===== src/rtl/pmx_pkg.sv =====
package pmx_pkg;
  localparam int NPIN   = 16;
  localparam int DATA_W = 16;
  localparam int ADDR_W = 2;
  localparam int CODE_W = 2;
  localparam int SEL_W  = NPIN * CODE_W;

  localparam logic [DATA_W-1:0] DIR_INIT  = 16'h0000;
  localparam logic [DATA_W-1:0] FNH_INIT  = 16'h0015;
  localparam logic [DATA_W-1:0] FNL_INIT  = 16'h5000;
  localparam logic [DATA_W-1:0] FNH_WMASK = 16'hFD55;

  localparam logic [ADDR_W-1:0] A_DIR = 2'd0;
  localparam logic [ADDR_W-1:0] A_FNH = 2'd1;
  localparam logic [ADDR_W-1:0] A_FNL = 2'd2;

  typedef enum logic [2:0] {
    EVT_NONE   = 3'd0,
    EVT_HWSTBY = 3'd1,
    EVT_SWSTBY = 3'd2,
    EVT_SLEEP  = 3'd3,
    EVT_WDTPOR = 3'd4
  } init_evt_e;

  typedef enum logic [CODE_W-1:0] {
    SEL_GPIO   = 2'b00,
    SEL_ALT    = 2'b01,
    SEL_ALT_IN = 2'b10,
    SEL_RSV    = 2'b11
  } pin_sel_e;
endpackage


===== src/rtl/pmx_regfile.sv =====
module pmx_regfile
  import pmx_pkg::*;
(
  input  logic              clk,
  input  logic              rst_n,
  input  logic              reinit,
  input  logic [ADDR_W-1:0] addr,
  input  logic              wr,
  input  logic              rd,
  input  logic [DATA_W-1:0] wdata,
  output logic [DATA_W-1:0] rdata,
  output logic [DATA_W-1:0] dir_q,
  output logic [DATA_W-1:0] fnh_q,
  output logic [DATA_W-1:0] fnl_q
);
  always_ff @(posedge clk or negedge rst_n) begin
    if (!rst_n) begin
      dir_q <= DIR_INIT;
      fnh_q <= FNH_INIT;
      fnl_q <= FNL_INIT;
    end else if (reinit) begin
      dir_q <= DIR_INIT;
      fnh_q <= FNH_INIT;
      fnl_q <= FNL_INIT;
    end else if (wr) begin
      case (addr)
        A_DIR:   dir_q <= wdata;
        A_FNH:   fnh_q <= wdata & FNH_WMASK;
        A_FNL:   fnl_q <= wdata;
        default: ;
      endcase
    end
  end

  always_ff @(posedge clk or negedge rst_n) begin
    if (!rst_n) begin
      rdata <= '0;
    end else if (rd) begin
      case (addr)
        A_DIR:   rdata <= dir_q;
        A_FNH:   rdata <= fnh_q;
        A_FNL:   rdata <= fnl_q;
        default: rdata <= '0;
      endcase
    end else begin
      rdata <= '0;
    end
  end
endmodule


===== src/rtl/pmx_strap.sv =====
module pmx_strap (
  input  logic clk,
  input  logic rst_n,
  input  logic strap_i,
  output logic strap_q
);
  logic taken_q;

  always_ff @(posedge clk or negedge rst_n) begin
    if (!rst_n) begin
      taken_q <= 1'b0;
      strap_q <= 1'b0;
    end else if (!taken_q) begin
      taken_q <= 1'b1;
      strap_q <= strap_i;
    end
  end
endmodule


===== src/rtl/pmx_pin_decode.sv =====
module pmx_pin_decode
  import pmx_pkg::*;
#(
  parameter bit IS_TOP = 1'b0
) (
  input  logic [CODE_W-1:0] code,
  input  logic              dir_bit,
  input  logic              alt_oe,
  input  logic              single_chip,
  output logic              oe,
  output logic [CODE_W-1:0] sel,
  output logic              rsv
);
  always_comb begin
    rsv = 1'b0;
    sel = SEL_GPIO;
    oe  = dir_bit;
    case (code)
      SEL_GPIO: ;
      SEL_ALT: begin
        if (IS_TOP) begin
          rsv = 1'b1;
        end else begin
          sel = SEL_ALT;
          oe  = alt_oe;
        end
      end
      SEL_ALT_IN: begin
        sel = SEL_ALT_IN;
        oe  = (IS_TOP && single_chip) ? alt_oe : 1'b0;
      end
      default: rsv = 1'b1;
    endcase
  end
endmodule


===== src/rtl/pin_mux_ctrl.sv =====
module pin_mux_ctrl
  import pmx_pkg::*;
(
  input  logic              clk,
  input  logic              rst_n,
  input  logic [2:0]        init_evt_i,
  input  logic              single_chip_i,
  input  logic [ADDR_W-1:0] bus_addr_i,
  input  logic              bus_wr_i,
  input  logic              bus_rd_i,
  input  logic [DATA_W-1:0] bus_wdata_i,
  output logic [DATA_W-1:0] bus_rdata_o,
  input  logic [NPIN-1:0]   alt_oe_i,
  output logic [NPIN-1:0]   pin_oe_o,
  output logic [SEL_W-1:0]  pin_sel_o,
  output logic              clk_hiz_o,
  output logic              rsv_flag_o
);
  logic [DATA_W-1:0] dir_q, fnh_q, fnl_q;
  logic              reinit, strap_q;
  logic [NPIN-1:0]   rsv_pin;

  assign reinit = (init_evt_i == EVT_HWSTBY) || (init_evt_i == EVT_SWSTBY);

  pmx_regfile u_regs (
    .clk(clk), .rst_n(rst_n), .reinit(reinit),
    .addr(bus_addr_i), .wr(bus_wr_i), .rd(bus_rd_i), .wdata(bus_wdata_i),
    .rdata(bus_rdata_o), .dir_q(dir_q), .fnh_q(fnh_q), .fnl_q(fnl_q)
  );

  pmx_strap u_strap (
    .clk(clk), .rst_n(rst_n), .strap_i(single_chip_i), .strap_q(strap_q)
  );

  for (genvar k = 0; k < NPIN; k++) begin : g_pin
    logic [CODE_W-1:0] code;
    if (k < 8) begin : g_lo
      assign code = fnl_q[2*k +: 2];
    end else if (k < 12) begin : g_hi_s
      assign code = {1'b0, fnh_q[2*(k-8)]};
    end else if (k == 12) begin : g_p12
      assign code = {1'b0, fnh_q[8]};
    end else if (k == 13) begin : g_p13
      assign code = {1'b0, fnh_q[10]};
    end else if (k == 14) begin : g_p14
      assign code = fnh_q[12:11];
    end else begin : g_p15
      assign code = fnh_q[14:13];
    end

    pmx_pin_decode #(.IS_TOP(k == NPIN-1)) u_dec (
      .code(code), .dir_bit(dir_q[k]), .alt_oe(alt_oe_i[k]),
      .single_chip(strap_q), .oe(pin_oe_o[k]),
      .sel(pin_sel_o[CODE_W*k +: CODE_W]), .rsv(rsv_pin[k])
    );
  end

  assign clk_hiz_o  = fnh_q[15];
  assign rsv_flag_o = |rsv_pin;
endmodule


===== config.mk =====
export PLATFORM = sky130hd
export DESIGN_NAME = pin_mux_ctrl
export DESIGN_NICKNAME = d
export VERILOG_FILES = /design/src/rtl/pmx_pkg.sv /design/src/rtl/pmx_regfile.sv /design/src/rtl/pmx_strap.sv /design/src/rtl/pmx_pin_decode.sv /design/src/rtl/pin_mux_ctrl.sv
export SDC_FILE = /design/constraint.sdc
export NUM_CORES = 1
export LEC_CHECK = 0
export ABC_AREA = 0
export BUFFER_PORTS_ARGS = -buffer_cell sky130_fd_sc_hd__buf_2
export CAP_MARGIN = 20
export CORE_ASPECT_RATIO = 1.5
export CORE_MARGIN = 3
export CORE_UTILIZATION = 40
export CTS_CLUSTER_SIZE = 24
export DETAILED_ROUTE_END_ITERATION = 16
export HOLD_SLACK_MARGIN = 0.08
export SYNTH_ARGS = -nofsm -noshare
export SYNTH_HDL_FRONTEND = slang
export SYNTH_SLANG_ARGS = --single-unit

===== constraint.sdc =====
create_clock -name clk -period 1.7 [get_ports clk]
set_input_delay 0.085 -clock clk [delete_from_list [all_inputs] [get_ports clk]]
set_output_delay 0.085 -clock clk [all_outputs]
set_load 0.01 [all_outputs]

* After elaboration in Yosys (flattened, before gate mapping) *
Index checks and enable logic that the tools add are counted.

operators by class
  eq/ne operators = 23
  reduce and logical (&&, ||, !) cells = 42
  multiplexer cells = 60

operators with widths
  cell                                            number
  2-to-1 mux 16 bit                               10
  one-hot mux 16 bit (3 select lines)             1
  one-hot mux 2 bit (2 select lines)              9
  zero test 2 bit                                 17
  2-to-1 mux 1 bit                                30
  OR reduction 3 bit                              9
  == test 2 bit (second input constant)           11
  == test 2 x 1 -> 1 bit (second input constant)  10
  one-hot mux 1 bit (2 select lines)              9
  OR reduction 16 bit                             1
  OR reduction 2 bit                              7
  nonzero test 2 bit                              4
  AND reduction 2 bit                             3
  == test 3 x 1 -> 1 bit (second input constant)  1
  == test 3 x 2 -> 1 bit (second input constant)  1
  2-to-1 mux 2 bit                                1
  logical OR 1 bit                                1

storage, ports and cells
  logic and storage cells = 131
  flip-flop bits (word level) = 66

* Logic depth before layout (Yosys ltp) *
Gate-level depths: netlist (run 1).

  depth after elaboration = 4
  depth in mapped cells = 6
  gate-level depth less buffers = 4

* Modules after synthesis *
Synthesis (run 1) repeated with hierarchy kept, for this count alone.

unflattened totals
  cell total of the unflattened synthesis = 429
  area total of the unflattened synthesis = 3,876.2 µm²

by module, submodules not included
  module                               area an instance (µm²)  cells an instance  instances
  pmx_regfile                          2,662.6                 275                1
  pmx_pin_decode (g_pin[0].u_dec ...)  70.1                    9                  15
  pmx_strap                            68.8                    4                  1
  pin_mux_ctrl                         47.5                    8                  1
  pmx_pin_decode (g_pin[15].u_dec)     46.3                    7                  1

* Worst setup path after synthesis (run 1) *
OpenSTA, ideal clock, no wires.

  path type = reg2out
  from = register u_regs.fnl_q[12]
  to = output port pin_oe_o[6]
  data required time = 1,615 ps
  cell stages (with the launch flop) = 5
  path buffers = 1
  data arrival time = 1,168 ps
  setup slack = 447 ps
  cells stage by stage = dfstp_2 > inv_1 > ha_1 > o21ai_0 > buf_4

between the ends
  word-level cells in the longest chain between the ends = 2

RTL lines
  element                                                         line                  RTL
  start, declared                                                 pmx_regfile.sv:14     output logic [DATA_W-1:0] fnl_q
  start signal, assigned                                          pmx_regfile.sv:29     A_FNL: fnl_q <= wdata;
  == test 2 bit / == test 2 x 1 -> 1 bit (equally long branches)  pmx_pin_decode.sv:18  case (code)
  one-hot mux 1 bit (2 select lines) *                            pmx_pin_decode.sv:18
  end, declared                                                   pin_mux_ctrl.sv:14    output logic [NPIN-1:0] pin_oe_o,

Mark *: on every way between the ends. The rest lies on a longest branch, timed or not.

* Final worst setup path (run 1) *
  from = register u_regs.fnl_q[14]
  to = output port pin_oe_o[7]

Same word-level chain as after synthesis.

==> results of run 1 <==
-- critical path: cells and delay by family (launching register included) --
kind | cells | cell delay (ns)
compound gates | 1 | 0.06
fa+ha+maj | 1 | 0.32
buf+inv | 2 | 0.19
flops | 1 | 0.54
simple gates | 1 | 0.09
-- layout by cell type (no fill, tap or decap), types with 4 or more instances in the layout --
cell	count
sky130_fd_sc_hd__dlygate4sd3_1	18
sky130_fd_sc_hd__dfrtp_1	49
sky130_fd_sc_hd__inv_1	18
sky130_fd_sc_hd__clkbuf_16	9
sky130_fd_sc_hd__nand2_2	10
sky130_fd_sc_hd__dfstp_2	5
sky130_fd_sc_hd__nand2_1	100
sky130_fd_sc_hd__dfrtp_2	7
sky130_fd_sc_hd__a21boi_0	7
sky130_fd_sc_hd__nand3_1	4
sky130_fd_sc_hd__nor2_1	6
sky130_fd_sc_hd__mux2i_1	16
sky130_fd_sc_hd__conb_1	8
sky130_fd_sc_hd__a21oi_2	10
sky130_fd_sc_hd__a21oi_1	28
sky130_fd_sc_hd__o21ai_0	8
sky130_fd_sc_hd__buf_4	23
sky130_fd_sc_hd__ha_1	33
sky130_fd_sc_hd__or2_0	6
sky130_fd_sc_hd__mux2_2	7
sky130_fd_sc_hd__buf_2	100
-- cell families after synthesis --
group	count (synthesis)
AOI/OAI and AO/OA	61
other	2
muxes	23
DFF	61
buffers and inverters	65
xor gates and xnor gates	1
adders and majority gates	36
and+or+nand+nor	145
-- metal layers --
layer  routed length, µm  track usage  part of all wire
met3                 438       0.0344             0.044
met4                 292        0.106             0.029
met2                5410        0.355              0.54
met5                   0            0                 0
met1                3790        0.216              0.38
-- final timing paths --
kind,startpoint,to,slack (ns),depth (start not counted)
max in group asynchronous,rst_n,u_regs.fnh_q[4],1.07,3
min reg2reg,u_strap.taken_q,u_strap.strap_q,0.50,1
max reg2reg,u_regs.fnl_q[12],u_regs.rdata[12],0.46,4
min,bus_rd_i,u_regs.rdata[6],0.14,2
max,u_regs.fnl_q[14],pin_oe_o[7],0.08,5
min in group asynchronous,rst_n,u_strap.taken_q,0.28,3
-- cell type report --
cell class	instances	area [µm²]
Timing Repair Buffer	143	893
Clock inverter	2	10.0
Inverter	18	67.6
Fill cell	845	4210
Multi-Input combinational cell	274	1810
Sequential cell	61	1540
Clock buffer	13	260
Tap cell	110	138
-- flip-flops by register name (all words and copies together) (netlist names) --
name / flops
u_regs.dir_q: 16
u_regs.fnh_q: 11
u_regs.fnl_q: 16
u_regs.rdata: 16
u_strap.strap_q: 1
u_strap.taken_q: 1
-- through the flow --
| step | setup WS, ns | power [µW] | hold WS (ns) | area [µm²] | utilization |
|---|---|---|---|---|---|
| CTS | 0.000520 | 4230 | 0.119 | 4650 | 0.521 |
| floorplan | 0.447 | 2250 | -0.211 | 3720 | - |
| global route | 0.000801 | 4420 | 0.131 | 4720 | 0.528 |
| finish | 0.0789 | 4220 | 0.135 | 4720 | 0.528 |
| global placement | 0.228 | 2490 | 0.118 | 4150 | 0.465 |
| detailed placement | 0.190 | 2500 | 0.121 | 4150 | 0.465 |
-- power by group --
group	internal, µW	switching, µW	leakage (µW)
Sequential	1580	120	0.000797
Clock	1050	610	0.000135
Combinational	394	460	0.00146
Total	3030	1190	0.00239
-- what timing repair did --
| action | CTS | global route |
|---|---|---|
| hold buffers | 18 | 0 |
| setup buffers | 3 | 7 |
| pin swaps | 1 | 3 |
| cloned | 0 | 0 |
| resized for setup | 5 | 10 |
| hold endpoints to repair | 105 | 0 |
| setup endpoints to repair | 2 | 4 |
==> results.cfg, run 1 <==
[outcome]
outcome = finished, final reports clean

[grt]
grt_pass1_vias = 3054
groute.usage.overall = 0.195
grt_antenna_before_repair = 0
grt_start_max_net_pins = 62
grt_pass1_wl_um = 15500
global_route.overflow_total = 0

[worst_setup_path]
critPathMaxStageDelay_ns = 0.54
worst_path_max_delay_cell = sky130_fd_sc_hd__dfstp_2
critical_path_peak_fanout = 3
cp-end-kind = output port
crit_arrival_ns = 1.54
critical_path_required_ns = 1.62
timing.critical_path.from_type = flop
worstSetupPathType = reg -> out
critical_path.cell_chain = inv_1 -> ha_1 -> nand2_1 -> o21ai_2 -> buf_2

[timing]
setup_total_negative_slack_ns = 0
final-setup-viol-count = 0
max_clock_freq_mhz = 617
timing.final.crit_share = 0.954
number_of_hold_slack_violations_in_the_final_timing_report = 0
report.final.slew_viol_count = 0
final.min_clock_period_ns = 1.62
timing.clock.skew_ns = 0.00465
rsz0062_at_grt = no

[clocking]
tritoncts = yes
clock_latency_ns = 0.33
cts.htree.levels = 3
numCtsBuffers = 9
clock_tree.root_cell = sky130_fd_sc_hd__clkbuf_16
clkSlewWorstSetupHoldPaths_ns = 0.05
clkSinkCount = 61
clockBufferDepth = 2

[logic_synthesis]
post_syn_area_um2 = 3690
synth_adder_area_share = 0.122
synth_enable_flop_cells = 0
gate_count_post_synth = 394
post_synth_top_cells = 100 x sky130_fd_sc_hd__nand2_1, 56 x sky130_fd_sc_hd__dfrtp_1, 36 x sky130_fd_sc_hd__ha_1
synth.area.top_cells = sky130_fd_sc_hd__dfrtp_1 38%, sky130_fd_sc_hd__ha_1 12%, sky130_fd_sc_hd__nand2_1 10%
synth.distinct_cells = 35
synth.mux.area_fraction = 0.0647
synth_simple_gate_area_share = 0.178
synth_sequential_area_ratio = 0.415
main_combinational_cell_family_by_area_after_synthesis = simple AND/OR/NAND/NOR gates
synth_top_area_frac = 0.379
yosys.area_share.xor_xnor = 0.00237
synth.largest_area_cell = sky130_fd_sc_hd__dfrtp_1
post_synth.cell_area_avg_um2 = 9.38
async_flop_share = 1.00
yosysWarnings = 0
synth-compound-area-share = 0.104
ys.flop_type = sky130_fd_sc_hd__dfrtp_1
most_instantiated_library_cell_after_synthesis = sky130_fd_sc_hd__nand2_1
synth_seq_cells = 61

[final_layout]
fin_cells = 621
layout-drive-gt1-share = 0.368
antenna_cells = 0
design.final.nets = 585
syn2layout_area_growth_pct = 27.8

[pwr]
vdd_drop_max_v = 0.000645
power_density_nw_per_um2 = 893
power.static_leakage_uw = 0.00239

[worst_hold_path]
timing.hold.worst.class = in -> reg

[drt]
drt-pass1-iter-count = 4
detail_route.vias_per_cell = 4.93
routedWlPerCell_um = 16.0
drt_iter0_drc = 154
wl_um = 9930
number_of_remaining_drc_errors = 0
antenna_violating_nets_post_route = 0
dr_total_vias = 3059

[place]
place.detailed.hpwl_um = 6960
gp_routability_congestion = 0.812
port_buffer_count = 100
count_of_placed_standard_cells_including_taps = 578

[job]
maxCapViolations = 0

[floorplan]
chipWidth_um = 84.5
dieArea_um2 = 10400
placement_rows = 42
number_of_top_level_design_ports = 108
design.core.area_um2 = 8930
floorplan.initialDensity = 0.414
die_height_um = 124
Note: power is estimated with default switching activity, not from simulation.
==> run 2, diff against run 1 <==
- REMOVE_ABC_BUFFERS: unset -> 1
==> results.cfg, run 2 (synthesis gave the netlist of run 1 again) <==
[worst_setup_path]
timing.critical_path.from_type = flop
cp-end-kind = output port
critical_path_peak_fanout = 3
critical_path.cell_chain = inv_1 -> ha_1 -> o21ai_1 -> buf_2
crit_arrival_ns = 1.54
critical_path_required_ns = 1.62
worst_r2r_startpoint = u_regs.fnl_q[12]
cpLargestDelayFamily = flip-flops
reg_to_reg_slack_setup_ns = 0.47
r2r.worst_path.cells = 4
r2r-end = u_regs.rdata[12]
worst_path_max_delay_cell = sky130_fd_sc_hd__dfstp_2
critPathMaxStageDelay_ns = 0.55
worstSetupPathType = reg -> out
worst-path-buf-inv = 2

[clocking]
clock_latency_ns = 0.33
numCtsBuffers = 9
clockBufferDepth = 2
clkSlewWorstSetupHoldPaths_ns = 0.05
clock_tree.root_cell = sky130_fd_sc_hd__clkbuf_16
cts.htree.levels = 3
clkSinkCount = 61
tritoncts = yes

[grt]
grt_pass1_vias = 3110
busiest_layer = met2
grt_util_met1 = 0.225
grt_start_max_net_pins = 62
grt_pass1_wl_um = 15800
grt_antenna_before_repair = 0
grt_use_met2 = 0.352
global_route.overflow_total = 0
global_route.usage.met3 = 0.0437
groute.usage.overall = 0.196

[timing]
report.final.slew_viol_count = 0
final-setup-viol-count = 0
final.min_clock_period_ns = 1.62
slew-limit-headroom = 0.658
max_clock_freq_mhz = 617
worstMarginPinSlew_ns = 0.514
number_of_hold_slack_violations_in_the_final_timing_report = 0
timing.final.crit_share = 0.953
timing.clock.skew_ns = 0.00461

[floorplan]
floorplan.initialDensity = 0.414
dieArea_um2 = 10400
number_of_top_level_design_ports = 108
chipWidth_um = 84.5
design.core.area_um2 = 8930
placement_rows = 42
die_height_um = 124

[final_layout]
antenna_cells = 0
design.final.nets = 577
top_regs = u_regs.dir_q: 16 flops, u_regs.fnl_q: 16 flops, u_regs.rdata: 16 flops
mostFrequentLayoutCells = 100 x sky130_fd_sc_hd__nand2_1, 100 x sky130_fd_sc_hd__buf_2, 51 x sky130_fd_sc_hd__dfrtp_1
postLayoutCoreUtil = 0.521
finalInstanceArea_um2 = 4660
layout-drive-gt1-share = 0.349
layout.filler_cells = 873
syn2layout_area_growth_pct = 26.0

[drt]
detail_route.vias_per_cell = 4.83
wl_um = 9650
routedWlPerCell_um = 15.7
drt_iter0_drc = 212
antenna_violating_nets_post_route = 0
drt-pass1-iter-count = 5
dr_total_vias = 2966
number_of_remaining_drc_errors = 0

[worst_hold_path]
holdPathStages = 2
timing.hold.worst.class = in -> reg
worstHoldStart = bus_rd_i
min_to = u_regs.rdata[8]

[pwr]
vdd_drop_max_v = 0.000554
p_sw_frac = 0.282
seqPwrFrac = 0.406
net-switching-power_uw = 1180
power_density_nw_per_um2 = 903
internal-power_uw = 3020
pwr-share-clk = 0.400
power.static_leakage_uw = 0.00234
pwr-share-comb = 0.194

[place]
detailed_place.area_um2 = 4150
port_buffer_count = 100
place.detailed.hpwl_um = 6870
gp_routability_congestion = 0.796

[job]
maxCapViolations = 0

[outcome]
outcome = finished, final reports clean
run 2: cell count changes in the layout (fill, tap and decap cells not counted):
cell and delta:
sky130_fd_sc_hd__o21ai_2 -1, sky130_fd_sc_hd__clkbuf_1 +2, sky130_fd_sc_hd__o21ai_0 -1, sky130_fd_sc_hd__o21ai_1 +2, sky130_fd_sc_hd__dfrtp_2 -2, sky130_fd_sc_hd__buf_4 -8, sky130_fd_sc_hd__clkinv_2 -1, sky130_fd_sc_hd__dfrtp_1 +2
run 2: worst register-to-register path, delay by kind of cell (launching register included):
family	cells	cell delay, ns
and+or+nand+nor	1	0.27
muxes	1	0.06
AOI/OAI and AO/OA	1	0.16
DFF	1	0.55
buffers and inverters	1	0.12
run 2: worst max path at each step:
stage,end,slack [ns],start,cells past startpoint
finish,pin_oe_o[6],0.08,u_regs.fnl_q[12],4
global route,rsv_flag_o,-0.006,u_regs.fnl_q[8],4
CTS,rsv_flag_o,0.01,u_regs.fnl_q[2],4
detailed placement,rsv_flag_o,0.30,u_regs.fnl_q[2],4
global placement,rsv_flag_o,0.29,u_regs.fnl_q[2],4
floorplan,u_regs.dir_q[10],-0.38,init_evt_i[1],3
run 2: area by class of cell:
cell class                      instances  area [µm²]  share of cell area
Inverter                               18        67.6              0.0145
Clock inverter                          1        5.00             0.00107
Sequential cell                        61        1540               0.330
Tap cell                              110         138              0.0296
Clock buffer                           15         268              0.0575
Multi-Input combinational cell        274        1810               0.388
Timing Repair Buffer                  135         833               0.179
run 2: routing by layer:
layer  routed length, µm  part of all wire  up-vias
li1                    -                 -     1443
met1                3780              0.39     1424
met2                5150              0.53       81
met3                 490             0.051       18
met5                   0                 0        -
met4                 237             0.025        0
run 2: power by group through the flow:
stage	Combinational [µW]	Sequential [µW]	Clock, µW
after floorplan	402	1710	0
after global placement	752	1730	0
after detailed placement	765	1730	0
after CTS	805	1710	1710
after global routing	928	1730	1770
final	816	1710	1680
run 2: stage by stage:
| step | TNS (ns) | setup WS, ns | std cells | power, µW | hold slack, ns |
|---|---|---|---|---|---|
| floorplan | -13.33 | -0.376 | 353 | 2110 | -0.211 |
| global placement | 0 | 0.290 | 577 | 2480 | 0.116 |
| detailed placement | 0 | 0.302 | 577 | 2500 | 0.119 |
| CTS | 0 | 0.0116 | 611 | 4230 | 0.124 |
| global route | -0.00617 | -0.00617 | 614 | 4420 | 0.142 |
| finish | 0 | 0.0800 | 614 | 4200 | 0.133 |
run 2: repair_timing:
item,CTS,global route
pin swaps,0,2
setup endpoints to repair,2,3
gates resized for setup,2,11
hold buffers,18,0
gates cloned,0,0
buffers inserted,0,3
endpoints found under the hold margin,105,0
